<file path="src/rtl/cap_pkg.sv">
package cap_pkg;

    typedef enum logic [0:0] {
        FLT_STEADY = 1'b0,
        FLT_PEND   = 1'b1
    } flt_state_e;

endpackage

</file>
<file path="src/rtl/cap_sync.sv">
module cap_sync #(
    parameter int W      = 2,
    parameter int STAGES = 2
) (
    input  logic         clk,
    input  logic         rst_n,
    input  logic [W-1:0] d,
    output logic [W-1:0] q
);

    logic [W-1:0] stg [STAGES];

    for (genvar s = 0; s < STAGES; s++) begin : g_stage
        if (s == 0) begin : g_first
            always_ff @(posedge clk or negedge rst_n) begin
                if (!rst_n) stg[s] <= '0;
                else        stg[s] <= d;
            end
        end else begin : g_next
            always_ff @(posedge clk or negedge rst_n) begin
                if (!rst_n) stg[s] <= '0;
                else        stg[s] <= stg[s-1];
            end
        end
    end

    assign q = stg[STAGES-1];

endmodule

</file>
<file path="src/rtl/cap_filter.sv">
module cap_filter
    import cap_pkg::*;
#(
    parameter int FILT_LEN = 4
) (
    input  logic clk,
    input  logic rst_n,
    input  logic en,
    input  logic din,
    output logic dout
);

    localparam int CW = $clog2(FILT_LEN) + 1;

    flt_state_e  state_q, state_d;
    logic [CW-1:0] run_q;
    logic        lvl_q;
    logic        diff, run_done, accept;

    assign diff     = (din != lvl_q);
    assign run_done = (run_q == CW'(FILT_LEN - 1));

    // state register
    always_ff @(posedge clk or negedge rst_n) begin
        if (!rst_n) state_q <= FLT_STEADY;
        else        state_q <= state_d;
    end

    // next state
    always_comb begin
        state_d = state_q;
        if (!en) begin
            state_d = FLT_STEADY;
        end else begin
            unique case (state_q)
                FLT_STEADY: if (diff) state_d = FLT_PEND;
                FLT_PEND:   if (!diff || run_done) state_d = FLT_STEADY;
                default:    state_d = FLT_STEADY;
            endcase
        end
    end

    assign accept = !en || (state_q == FLT_PEND && diff && run_done);

    // outputs: run length and accepted level
    always_ff @(posedge clk or negedge rst_n) begin
        if (!rst_n) begin
            run_q <= '0;
            lvl_q <= 1'b0;
        end else begin
            if (state_d == FLT_PEND)
                run_q <= (state_q == FLT_STEADY) ? CW'(1) : run_q + CW'(1);
            else
                run_q <= '0;
            if (accept)
                lvl_q <= din;
        end
    end

    assign dout = en ? lvl_q : din;

endmodule

</file>
<file path="src/rtl/cap_core.sv">
module cap_core #(
    parameter int CNT_W = 16
) (
    input  logic             clk,
    input  logic             rst_n,
    input  logic             lvl,
    input  logic             edge_rise,
    input  logic             top_sel,
    input  logic [CNT_W-1:0] cnt_val,
    input  logic             wr_en,
    input  logic [CNT_W-1:0] wr_data,
    input  logic             flag_clr,
    input  logic             irq_mask,
    output logic [CNT_W-1:0] cap_val,
    output logic             cap_flag,
    output logic             cap_irq,
    output logic             hit
);

    logic prev_q;
    logic rise, fall;

    assign rise = lvl & ~prev_q;
    assign fall = ~lvl & prev_q;
    assign hit  = (edge_rise ? rise : fall) & ~top_sel;

    always_ff @(posedge clk or negedge rst_n) begin
        if (!rst_n) begin
            prev_q   <= 1'b0;
            cap_val  <= '0;
            cap_flag <= 1'b0;
        end else begin
            prev_q <= lvl;
            if (hit)        cap_val <= cnt_val;
            else if (wr_en) cap_val <= wr_data;
            if (hit)           cap_flag <= 1'b1;
            else if (flag_clr) cap_flag <= 1'b0;
        end
    end

    assign cap_irq = cap_flag & irq_mask;

endmodule

</file>
<file path="src/rtl/cap_unit.sv">
module cap_unit #(
    parameter int CNT_W       = 16,
    parameter int SYNC_STAGES = 2,
    parameter int FILT_LEN    = 4
) (
    input  logic             clk,
    input  logic             rst_n,
    input  logic [CNT_W-1:0] cnt_val,
    input  logic             pin_evt,
    input  logic             cmp_evt,
    input  logic             src_sel,
    input  logic             edge_rise,
    input  logic             filt_en,
    input  logic             top_sel,
    input  logic             wr_cap_en,
    input  logic [CNT_W-1:0] wr_cap_data,
    input  logic             flag_clr,
    input  logic             irq_mask,
    output logic [CNT_W-1:0] cap_val,
    output logic             cap_flag,
    output logic             cap_irq
);

    logic [1:0] raw_in, sync_in;
    logic       sel_lvl, flt_lvl, cap_hit;

    assign raw_in = {cmp_evt, pin_evt};

    cap_sync #(.W(2), .STAGES(SYNC_STAGES)) u_sync (
        .clk   (clk),
        .rst_n (rst_n),
        .d     (raw_in),
        .q     (sync_in)
    );

    assign sel_lvl = src_sel ? sync_in[1] : sync_in[0];

    cap_filter #(.FILT_LEN(FILT_LEN)) u_filt (
        .clk   (clk),
        .rst_n (rst_n),
        .en    (filt_en),
        .din   (sel_lvl),
        .dout  (flt_lvl)
    );

    cap_core #(.CNT_W(CNT_W)) u_core (
        .clk       (clk),
        .rst_n     (rst_n),
        .lvl       (flt_lvl),
        .edge_rise (edge_rise),
        .top_sel   (top_sel),
        .cnt_val   (cnt_val),
        .wr_en     (wr_cap_en),
        .wr_data   (wr_cap_data),
        .flag_clr  (flag_clr),
        .irq_mask  (irq_mask),
        .cap_val   (cap_val),
        .cap_flag  (cap_flag),
        .cap_irq   (cap_irq),
        .hit       (cap_hit)
    );

endmodule

</file>
<file path="config.mk">
export PLATFORM = sky130hd
export DESIGN_NAME = cap_unit
export DESIGN_NICKNAME = d
export VERILOG_FILES = /design/src/rtl/cap_pkg.sv /design/src/rtl/cap_sync.sv /design/src/rtl/cap_filter.sv /design/src/rtl/cap_core.sv /design/src/rtl/cap_unit.sv
export SDC_FILE = /design/constraint.sdc
export NUM_CORES = 1
export LEC_CHECK = 0
export CORE_MARGIN = 2
export CORE_UTILIZATION = 54
export DETAILED_ROUTE_END_ITERATION = 12
export DONT_BUFFER_PORTS = 1
export PLACE_DENSITY = 0.8
export SYNTH_ARGS = -nofsm -noshare
export SYNTH_HDL_FRONTEND = slang
export SYNTH_SLANG_ARGS = --single-unit
export TNS_END_PERCENT = 1
</file>
<file path="constraint.sdc">
create_clock -name clk -period 3.1 [get_ports clk]
set_clock_uncertainty 0.05 [all_clocks]
set_input_delay 0.62 -clock clk [delete_from_list [all_inputs] [get_ports clk]]
set_output_delay 0.62 -clock clk [all_outputs]
set_load 0.01 [all_outputs]
</file>
# Yosys cells after proc, flatten, opt, wreduce, memory -nomap -nowiden
# Cells that the tools add are included.
# word_totals
register_bits,27
latchBits,0
ramBits,0
rom_bits,0
wordCells,40
memories,0
# classes
n_addsub,1
multipliers,0
n_div,0
n_lt_le_gt_ge,0
eq_ne,2
shift,0
mux,13
n_bitwise,8
reduce_logical,8
# ops
op,n
$mux 16,2
$mux 1,8
$mux 3,2
$and 1x1->1,4
$not 1->1,4
$reduce_bool 2->1,2
$add 3x1->3 const B,1
$eq 3x2->1 const B,1
$logic_and 1x1->1,2
$logic_not 1->1,2
$logic_or 1x1->1,2
$pmux 1 s2,1
$ne 1x1->1,1

# Logic depth before layout (Yosys ltp)
# Gate-level depths: netlist (run 1).
# depth
depth_word,8
ltp_mapped,6

# Hierarchy
# From an unflattened synthesis (run 1), not the netlist that was laid out.
# unflattened
hier_cells,87
hier_area_um2,1271.2
# modules_own_cells
module,instances,cells_per_inst,area_each_um2,seq_area_each_um2
cap_core,1,60,898.4,450.4
cap_filter,1,20,242.7,125.1
cap_sync,1,6,115.1,100.1
cap_unit,1,1,15.0,0.0

# Worst setup path before layout (run 1)
# OpenSTA, ideal clock, no wires.
# synth_path
path_kind,input to register
start,input port wr_cap_en
end,register u_core.cap_val[0]
t_arrival_ps,1840
required_time_ps,2925
setup_slack_ps,1085
path_stages,4
path_buffers,2
path_cell_list,clkbuf_1 > buf_1 > mux2_2 > mux2_4
# synth_between
elab_chain_cells,1
# synth_rtl
element,line_no,text
"start, declared",cap_unit.sv:15,"input logic wr_cap_en,"
$reduce_bool 2->1 (no source line),--,
"end signal, assigned",cap_core.sv:34,if (hit) cap_val <= cnt_val;
"end signal, assigned",cap_core.sv:35,else if (wr_en) cap_val <= wr_data;
"end, declared",cap_core.sv:14,"output logic [CNT_W-1:0] cap_val,"
# No other way between the ends.
# A chain may end at the register's enable or synchronous reset.

# Worst setup path in the final report (run 1)
# layout_path
start,register u_core.prev_q
end,register u_core.cap_val[8]
# layout_between
elab_chain_cells,5
# layout_rtl
element,line_no,text
"start, declared",cap_core.sv:20,logic prev_q;
"start signal, assigned",cap_core.sv:33,prev_q <= lvl;
$not 1->1,cap_core.sv:23,assign rise = lvl & ~prev_q;
$and 1x1->1,cap_core.sv:23,
$mux 1 (*),cap_core.sv:25,assign hit = (edge_rise ? rise : fall) & ~top_sel;
$and 1x1->1 (*),cap_core.sv:25,
$mux 16 or $reduce_bool 2->1 (tied branches),--,
# Mark *: on every way between the ends. The rest lies on a longest branch, timed or not.

==> results of run 1 <==
==> final cells by class <==
| type | count | share of cell area (%) |
|---|---|---|
| inverter | 4 | 1.12 |
| clock buffer | 4 | 1.96 |
| sequential | 27 | 50.5 |
| timing repair buffer | 1 | 1.50 |
| multi-input combinational | 56 | 42.3 |
| tap | 28 | 2.62 |
==> Yosys cell counts, drive strengths merged, types with 2 or more instances <==
library cell,count,area (µm²)
mux2,32,394
dfrtp,27,676
inv,4,15.0
buf,3,35.0
mux2i,3,33.8
nor2,3,11.3
and3,2,12.5
clkbuf,2,7.51
ha,2,25.0
nand2,2,7.51
nand2b,2,12.5
==> final timing paths <==
path / to / from / slack, ns / cells after the start
max reg2reg: u_core.cap_val[8] / u_core.prev_q / 1.04 / 4
min in group clk: u_sync.stg[2] / pin_evt / 0.27 / 0
max in group asynchronous: u_filt.state_q / rst_n / 2.80 / 1
max: u_core.cap_val[8] / u_core.prev_q / 1.04 / 4
min: u_sync.q[1] / rst_n / 0.05 / 1
min reg2reg: u_sync.q[1] / u_sync.stg[3] / 0.32 / 0
==> critical path: cells and delay by family (launching register included) <==
family,cells,cell delay [ns]
AOI/OAI and AO/OA,1,0.75
and+or+nand+nor,2,0.34
DFF,1,0.40
muxes,1,0.42
==> registers in the layout, summed over array words and instances (netlist names) <==
signal and cells:
u_sync.q 2, u_core.cap_val 16, u_sync.stg 2, u_core.cap_flag 1, u_filt.state_q 1, u_filt.lvl_q 1
u_core.prev_q 1, u_filt.run_q 3
==> power groups by stage <==
stage	sequential [µW]	combinational, µW	clock [µW]
after floorplan	441	111	0
after global placement	448	106	0
after detailed placement	450	113	0
after CTS	443	122	154
after global routing	449	132	162
final	442	120	144
==> stage by stage <==
stage	std cells	instance area [µm²]	hold slack [ns]	power (µW)	worst slack, ns
6_report	120	1340	0.0514	706	1.04
3_5_place_dp	115	1290	0.275	563	0.692
2_1_floorplan	92	1300	0.274	552	1.09
4_1_cts	120	1340	0.0417	720	1.01
3_3_place_gp	115	1290	0.275	554	0.743
5_1_grt	120	1340	0.0401	743	0.851
==> routing by layer <==
layer | routed length (µm) | vias up
met1 | 791 | 345
met3 | 220 | 2
met4 | 11 | 0
met2 | 1160 | 46
li1 | - | 319
met5 | 0 | -
==> cells by family after synthesis <==
group	synth area share, %
XOR/XNOR	0.674
adder cells (fa/ha/maj)	1.92
buffers and inverters	4.43
multiplexers	32.9
AO/OA/AOI/OAI	2.21
AND/OR/NAND/NOR	5.87
flip-flops	52.0
==> what timing repair did <==
item                                    CTS  global route
endpoints found under the setup margin    0             0
buffers inserted                          0             0
hold buffers                              1             0
hold endpoints to repair                 27             0
==> results by group, run 1 <==
Outcome
  • Status: finished clean

Timing
  • Final Cycle Share: 66.4%
  • Highest Clock Rate: about 490 MHz
  • Setup TNS Final: 0 ns
  • Minimum clock period: just over 2 ns
  • Worst Max-Slew Pin Slew: between 0.9 and 1 ns
  • Slew Limit Fails: 0
  • Max-slew headroom: 39.8%
  • RSZ-0062 raised after global routing: no
  • Final hold viol count: 0
  • Final setup viols: 0

Power
  • Combinational fraction of design power: approximately 17%
  • Leak: 0.000590 µW
  • Register share of total power: between 60% and 70%
  • Share of total power in the clock network: 20.5%
  • PD cells: ~530 mW/mm²
  • Sw Pwr: roughly 180 µW
  • Switching part of the total: approximately a quarter
  • Int Pwr: 525 µW
  • Peak supply drop: roughly 0.00033 V

Drt
  • Routed WL per cell: 18.2 µm
  • Total number of vias: between 700 and 800
  • Final ANT Viol Nets: 0
  • Total Wirelength: about 2200 µm
  • First DRT Iteration DRCs: 4
  • Initial DRT Pass Iterations: 4
  • Vias per cell: about 5.9
  • Drc violations: 0

Final layout
  • Share of post-route cells with drive strength above 1: ~41%
  • Area Growth Syn to Fin: 2.98%
  • Multi-input logic area: approximately 570 µm²
  • Most frequent cells in the layout: 27 x dfrtp_1, 23 x mux2_2, 9 x mux2_4
  • Final Core Density: between 50% and 60%
  • Most common cell after layout, fill and taps aside: dfrtp_1
  • # fillers: approximately 210
  • FF+latch area: about 680 µm²
  • ANT cells: 0
  • Final net count: roughly 140

Clock network
  • Clock slew at reported path FFs: around 0.13 ns
  • Sink Count: 27
  • TritonCTS clock tree: done
  • Root Buffer: clkbuf_4
  • Clock latency on the worst-skew pair: 0.31 ns
  • # H-tree levels: 1
  • Post-CTS resize count: 0
  • CTS Buf Count: 3
  • Max clock buf depth: 2

Job
  • Max_cap viols: 0

Worst hold path
  • Min-delay worst type: input pin to asynchronous set/reset pin

Global route
  • Met3 Resource Use GR: 4.24%
  • Vias in the first global route: roughly 800
  • Grt peak-use layer: met2
  • M1 GR Usage: between 10% and 20%
  • Total GRT Usage: 16.7%
  • Pin count of the biggest net entering global routing: 28
  • Global-route wire length before repair: roughly 3300 µm
  • Total gr overflow: 0
  • Initial antenna violation count: 0
  • Met2 Use GR: 31.9%

Setup path
  • Crit Path Category: register to register
  • Worst-path maximum fanout: 17
  • Worst Path Required: ~3.3 ns
  • Slowest stage delay, CP: 0.75 ns
  • CP max stage cell: a221o_1
  • Crit path cell chain: nand2b_1 -> nor4_1 -> a221o_1 -> mux2_2
  • Setup crit end kind: register
  • WP data arrival: approximately 2.2 ns
  • CP startpoint kind: register

Synth
  • Synth Area per Inst: ~14 µm²
  • Synth Cell Area: between 0.001 and 0.0015 mm²
  • Asr flop ratio synth: between 90% and 100%
  • Seq/Total Area, Yosys: 52.0%
  • Synthesized net count: 137
  • Number of synthesized flops with an enable pin: 0
  • Top_reg_cell synth: dfrtp_1
  • Yosys cell types: 25
  • Synth warn: 0
  • Seq cells post-synth: 27
  • Post-Synthesis Cells: 92

Floorplanning
  • Core Region: about 0.0023 mm²
  • # IOs: 61
  • Rows: 17
  • Initial Util: 57.7%
  • Die area: about 0.0028 mm²
  • Width of the chip: roughly 53 µm
  • Vert. Die Dim: between 50 and 60 µm

Placement
  • Detailed placement HPWL: 1680 µm
  • Gpl congestion: approximately 0.76
  • I/O Buffers: 0
Note: power is estimated with default switching activity, not from simulation.
==> run 2, diff against run 1 <==
==> constraint.sdc (replaced) <==
create_clock -name clk -period 2.12 [get_ports clk]
set_clock_uncertainty 0.05 [all_clocks]
set_input_delay 0.424 -clock clk [delete_from_list [all_inputs] [get_ports clk]]
set_output_delay 0.424 -clock clk [all_outputs]
set_load 0.01 [all_outputs]
==> results by group, run 2 (synthesized netlist as in run 1, its figures left out) <==
Floorplanning
  • Vert. Die Dim: 53.1 µm (unchanged)
  • Rows: 17 (unchanged)
  • Die area: 0.00282 mm² (unchanged)
  • Core Region: 0.00225 mm² (unchanged)
  • Width of the chip: 53.1 µm (unchanged)
  • # IOs: 61 (unchanged)
  • Initial Util: 57.7% (unchanged)

Power
  • Peak supply drop: 0.000482 V (+46%)
  • PD cells: 763 mW/mm² (+45%)
  • Leak: 0.000605 µW (+2.5%)

Drt
  • Total number of vias: 692 (-2.8%)
  • Routed WL per cell: 17.1 µm (-5.9%)
  • Total Wirelength: 2110 µm (-3.6%)
  • Final ANT Viol Nets: 0 (unchanged)
  • Initial DRT Pass Iterations: 4 (unchanged)
  • Drc violations: 0 (unchanged)
  • Vias per cell: 5.63 (-5.2%)
  • First DRT Iteration DRCs: 3 (-1)

Setup path
  • Reg-to-Reg Start: u_sync.q[0]
  • Critical path's top delay family: multiplexers
  • CP max stage cell: dfrtp_1
  • WP data arrival: 1.90 ns (-0.32 ns)
  • Crit. Startpoint: u_sync.q[0]
  • Worst Path Required: 2.29 ns (-0.97 ns)
  • Worst-path maximum fanout: 10 (-7)
  • Crit path cell chain: mux2i_2 -> nor4_1 -> a221o_1 -> buf_4 -> mux2_4
  • Slowest stage delay, CP: 0.40 ns (-0.35 ns)
  • Setup crit end kind: register
  • Crit path buf inv count: 1 (+1)
  • CP startpoint kind: register
  • Crit Path Category: register to register

Final layout
  • Non-Filler Instances: 123 (+2.5%)
  • ANT cells: 0 (unchanged)
  • # fillers: 176 (-15%)
  • Share of post-route cells with drive strength above 1: 42.1% (+0.80 points)
  • Top Registers: u_core.cap_val (16), u_filt.run_q (3)
  • Area Growth Syn to Fin: 4.91%
  • Most common cell after layout, fill and taps aside: dfrtp_1
  • Final net count: 141 (+2.2%)
  • Largest Register: u_core.cap_val
  • Most frequent cells in the layout: 27 x dfrtp_1, 23 x mux2_2, 9 x mux2_4
  • Max reg flops: 16 (unchanged)

Clock network
  • Setup bufs post-CTS: 0 (unchanged)
  • Clock slew at reported path FFs: 0.13 ns (about the same)
  • Clock latency on the worst-skew pair: 0.31 ns (about the same)
  • # H-tree levels: 1 (unchanged)
  • Root Buffer: clkbuf_4
  • Sink Count: 27 (unchanged)
  • CTS Buf Count: 3 (unchanged)
  • Max clock buf depth: 2 (unchanged)
  • TritonCTS clock tree: done
  • Cts hold-fix bufs: 2 (+1)
  • Post-CTS resize count: 0 (unchanged)

Worst hold path
  • Hold path start: pin_evt
  • Min-delay worst type: input pin to register

Global route
  • Total gr overflow: 0 (unchanged)
  • Global-route wire length before repair: 3150 µm (-4.2%)
  • Pin count of the biggest net entering global routing: 28 (unchanged)
  • Total GRT Usage: 15.7% (-1.0 points)
  • Initial antenna violation count: 0 (unchanged)
  • Vias in the first global route: 794 (-1.1%)

Timing
  • RSZ-0062 raised after global routing: no
  • Final setup viols: 0 (unchanged)
  • Slew Limit Fails: 0 (unchanged)
  • Max-slew headroom: 79.3% (+40 points)
  • Highest Clock Rate: 577 MHz (+19%)
  • Final hold viol count: 0 (unchanged)
  • Final Cycle Share: 81.8% (+15 points)
  • Minimum clock period: 1.73 ns (-0.324 ns)
  • Worst Max-Slew Pin Slew: 0.304 ns (-0.599 ns)
  • Setup TNS Final: 0 ns (unchanged)

Placement
  • Gpl congestion: 0.800 (+5.2%)
  • I/O Buffers: 0 (unchanged)
  • Detailed placement HPWL: 1670 µm (-0.91%)
  • Cell count after placement: 117 (+1.7%)

Job
  • Max_cap viols: 0 (unchanged)

Outcome
  • Status: finished clean
run 2: changes by cell type in the layout (fill, tap and decap cells not counted):
cell	previous run	this run
buf_4	0	2
dlygate4sd3_1	0	1
run 2: final cells by class:
type,instances,area [µm²],share of cell area [%]
inverter,4,15.0,1.10
multi-input combinational,56,567,41.6
tap,28,35.0,2.57
timing repair buffer,4,45.0,3.30
sequential,27,676,49.5
clock buffer,4,26.3,1.93
run 2: worst paths after layout:
| path | endpoint | slack [ns] | depth (start not counted) |
|---|---|---|---|
| worst max-delay path | u_core.cap_val[1] | 0.39 | 5 |
| worst min-delay path | u_sync.stg[2] | 0.07 | 0 |
| worst max register to register | u_core.cap_val[1] | 0.39 | 5 |
| worst min register to register | u_sync.q[1] | 0.32 | 0 |
| max in group asynchronous | u_core.cap_val[9] | 1.40 | 2 |
| min in group asynchronous | u_sync.stg[3] | 0.47 | 2 |
run 2: power breakdown:
group          switching, µW  total, µW  leakage [µW]  internal, µW
sequential              66.3        646      0.000323           579
combinational           60.1        180      0.000268           120
clock                    142        215     0.0000150          73.5
run 2: routing by layer:
metal,global-route usage [%],part of all wire (%)
met1,15.7,35
met2,30.4,53
met3,3.67,11
met4,6.41,0.62
met5,0,0
run 2: through the flow:
stage	setup slack, ns	hold WS (ns)	utilization, %	area (µm²)	power [µW]
6_report	0.386	0.0686	60.5	1360	1040
4_1_cts	0.369	0.0536	60.5	1360	1060
2_1_floorplan	0.301	0.0784	-	1300	807
3_5_place_dp	0.287	0.0789	58.0	1310	825
3_3_place_gp	0.366	0.0791	58.0	1310	813
5_1_grt	0.325	0.0396	60.5	1360	1100
==> run 3, diff against run 2 <==
--- a/config.mk
+++ b/config.mk
@@ -5,6 +5,7 @@
 export SDC_FILE = /design/constraint.sdc
 export NUM_CORES = 1
 export LEC_CHECK = 0
+export ABC_AREA = 1
 export CORE_MARGIN = 2
 export CORE_UTILIZATION = 54
 export DETAILED_ROUTE_END_ITERATION = 12
==> constraint.sdc (replaced) <==
create_clock -name clk -period 1.8 [get_ports clk]
set_clock_uncertainty 0.05 [all_clocks]
set_input_delay 0.36 -clock clk [delete_from_list [all_inputs] [get_ports clk]]
set_output_delay 0.36 -clock clk [all_outputs]
set_load 0.01 [all_outputs]
==> results by group, run 3 <==
Setup path
  • CP max stage cell: dfrtp_1
  • CP most frequent cell: nand2_1
  • Slowest stage delay, CP: 0.43 ns (+0.03 ns)
  • Worst-path maximum fanout: 33 (+23)
  • Crit path buf inv count: 0 (-1)
  • CP startpoint kind: register
  • Crit Path Category: register to register
  • Critical path's top delay family: simple AND/OR/NAND/NOR gates
  • WP data arrival: 1.71 ns (-0.19 ns)
  • Worst Path Required: 1.97 ns (-0.32 ns)
  • Setup crit end kind: register
  • Crit path cell chain: or2_1 -> nand3_2 -> nand2_4 -> nand2_4 -> nand2_1 -> nand2_1 -> nand2_1

Global route
  • Pin count of the biggest net entering global routing: 34 (+21%)
  • Initial antenna violation count: 0 (unchanged)
  • Total gr overflow: 0 (unchanged)
  • Vias in the first global route: 995 (+25%)
  • Global-route wire length before repair: 4320 µm (+37%)
  • Total GRT Usage: 20.0% (+4.3 points)

Drt
  • Final ANT Viol Nets: 0 (unchanged)
  • Initial DRT Pass Iterations: 4 (unchanged)
  • Total Wirelength: 2790 µm (+32%)
  • Vias per cell: 5.24 (-6.8%)
  • Drc violations: 0 (unchanged)
  • Total number of vias: 1,148 (+66%)
  • First DRT Iteration DRCs: 12 (+9)
  • Routed WL per cell: 12.7 µm (-26%)

Final layout
  • Share of post-route cells with drive strength above 1: 5.29% (-37 points)
  • ANT cells: 0 (unchanged)
  • Top Registers: u_core.cap_val (16), u_filt.run_q (3)
  • Most frequent cells in the layout: 75 x nand2_1, 35 x nand3_1, 27 x dfrtp_1
  • Area Growth Syn to Fin: 4.81% (about the same)
  • Final Core Density: 59.4% (-1.0 points)
  • Max reg flops: 16 (unchanged)
  • Largest Register: u_core.cap_val
  • Final net count: 235 (+67%)
  • # fillers: 249 (+41%)
  • Most common cell after layout, fill and taps aside: nand2_1

Timing
  • Hold WS: 0.0863 ns (+0.0177 ns)
  • RSZ-0062 raised after global routing: no
  • Final Cycle Share: 85.4% (+3.6 points)
  • Setup TNS Final: 0 ns (unchanged)
  • Max-slew headroom: 69.1% (-10 points)
  • Slew Limit Fails: 0 (unchanged)
  • Minimum clock period: 1.54 ns (-0.197 ns)
  • Highest Clock Rate: 651 MHz (+13%)
  • Final hold viol count: 0 (unchanged)
  • Final setup viols: 0 (unchanged)
  • Worst Max-Slew Pin Slew: 0.462 ns (+0.158 ns)

Power
  • PD cells: 838 mW/mm² (+9.8%)
  • Peak supply drop: 0.000614 V (+27%)
  • Combinational fraction of design power: 17.1% (-0.2 points)
  • Int Pwr: 848 µW (+9.7%)
  • Switching part of the total: 31.3% (+5.5 points)
  • Share of total power in the clock network: 20.6% (about the same)
  • Sw Pwr: 386 µW (+44%)
  • Register share of total power: 62.3% (+0.2 points)
  • Leak: 0.000864 µW (+43%)

Clock network
  • # H-tree levels: 1 (unchanged)
  • Setup bufs post-CTS: 0 (unchanged)
  • Clock latency on the worst-skew pair: 0.31 ns (about the same)
  • Max clock buf depth: 2 (unchanged)
  • Clock slew at reported path FFs: 0.14 ns (about the same)
  • TritonCTS clock tree: done
  • Sink Count: 27 (unchanged)
  • CTS Buf Count: 3 (unchanged)
  • Root Buffer: clkbuf_4

Synth
  • Seq/Total Area, Yosys: 48.1% (-3.9 points)
  • Post-Synthesis Cells: 188 (+100%)
  • Share of the synthesized area in the top cell type: 48.1% (-3.9 points)
  • Seq cells post-synth: 27 (unchanged)
  • Synth warn: 0 (unchanged)
  • Synth area leaders: dfrtp_1 48%, nand2_1 20%, nand3_1 12%
  • Top cells by instance count after synthesis: 75 x nand2_1, 35 x nand3_1, 27 x dfrtp_1
  • Synthesized net count: 233 (+70%)
  • Count leader, synth: nand2_1
  • Synth Cell Area: 0.00141 mm² (+8.1%)
  • Asr flop ratio synth: 100% (unchanged)
  • Top_reg_cell synth: dfrtp_1
  • Yosys cell types: 18 (-28%)
  • Cell taking the most area after synthesis: dfrtp_1
  • Synth Area per Inst: 7.47 µm² (-47%)
  • Number of synthesized flops with an enable pin: 0 (unchanged)

Placement
  • Detailed placement HPWL: 2100 µm (+26%)
  • I/O Buffers: 0 (unchanged)
  • Gpl congestion: 0.857 (+7.2%)

Outcome
  • Status: finished clean

Floorplanning
  • Width of the chip: 55.0 µm (+3.7%)
  • Rows: 18 (+1)
  • Die area: 0.00303 mm² (+7.5%)
  • Core Region: 0.00248 mm² (+9.9%)
  • Initial Util: 56.7% (-0.94 points)
  • Vert. Die Dim: 55.0 µm (+3.7%)
  • # IOs: 61 (unchanged)

Job
  • Max_cap viols: 0 (unchanged)

Worst hold path
  • Min-delay worst type: input pin to register
==> run 3: worst reg2reg max path: stages, from the launching register on <==
cell and delay (ns):
dfrtp_1 0.43, or2_1 0.24, nand3_2 0.09, nand2_4 0.13, nand2_4 0.28, nand2_1 0.09
nand2_1 0.08, nand2_1 0.06
==> run 3: area by class of cell <==
cell class                      count  area [µm²]  area share [%]
Clock buffer                        4        26.3            1.78
Inverter                           28         105            7.14
Multi-Input combinational cell    125         571            38.7
Sequential cell                    27         676            45.9
Tap cell                           30        37.5            2.55
Timing Repair Buffer                5        57.6            3.91
==> run 3: power by group through the flow <==
stage               Combinational (µW)  Sequential, µW  Clock, µW
floorplan                          177             762          0
global placement                   183             779          0
detailed placement                 192             782          0
finish                             211             769        254
global route                       251             779        293
CTS                                212             771        263
==> run 3: final timing paths <==
check / start / depth (start not counted) / end / slack [ns]
min reg2reg: u_sync.stg[2] / 0 / u_sync.q[0] / 0.32
max in group asynchronous: rst_n / 2 / u_filt.lvl_q / 1.14
max: u_filt.lvl_q / 7 / u_core.cap_val[0] / 0.26
min: flag_clr / 1 / u_core.cap_flag / 0.09
min in group asynchronous: rst_n / 2 / u_core.cap_val[0] / 0.41
max reg2reg: u_filt.lvl_q / 7 / u_core.cap_val[0] / 0.26
==> run 3: routing by layer <==
| metal | up-vias | track usage [%] | routed length (µm) |
|---|---|---|---|
| met1 | 527 | 25.7 | 1110 |
| li1 | 578 | - | - |
| met4 | 0 | 6.91 | 30 |
| met5 | - | 0 | 0 |
| met2 | 39 | 32.7 | 1450 |
| met3 | 4 | 4.84 | 199 |
==> run 3: logic make-up after synthesis <==
family,Yosys count,share of synthesized area (%)
adder cells (fa/ha/maj),2,1.78
AND/OR/NAND/NOR,118,36.3
AO/OA/AOI/OAI,3,1.07
multiplexers,1,0.801
buffers and inverters,36,11.3
flip-flops,27,48.1
XOR/XNOR,1,0.623
==> run 3: per-stage QoR <==
step           setup slack (ns)  instances  area [µm²]  total power, µW
6_report                  0.263        219        1470             1230
5_1_grt                   0.121        219        1470             1320
4_1_cts                   0.247        217        1450             1250
3_5_place_dp              0.260        211        1400              974
3_3_place_gp              0.311        211        1400              962
2_1_floorplan             0.397        188        1410              939
==> run 3: repair_timing <==
item	in CTS	in global routing
gates resized for setup	0	0
hold endpoints to repair	27	2
hold buffers	2	2
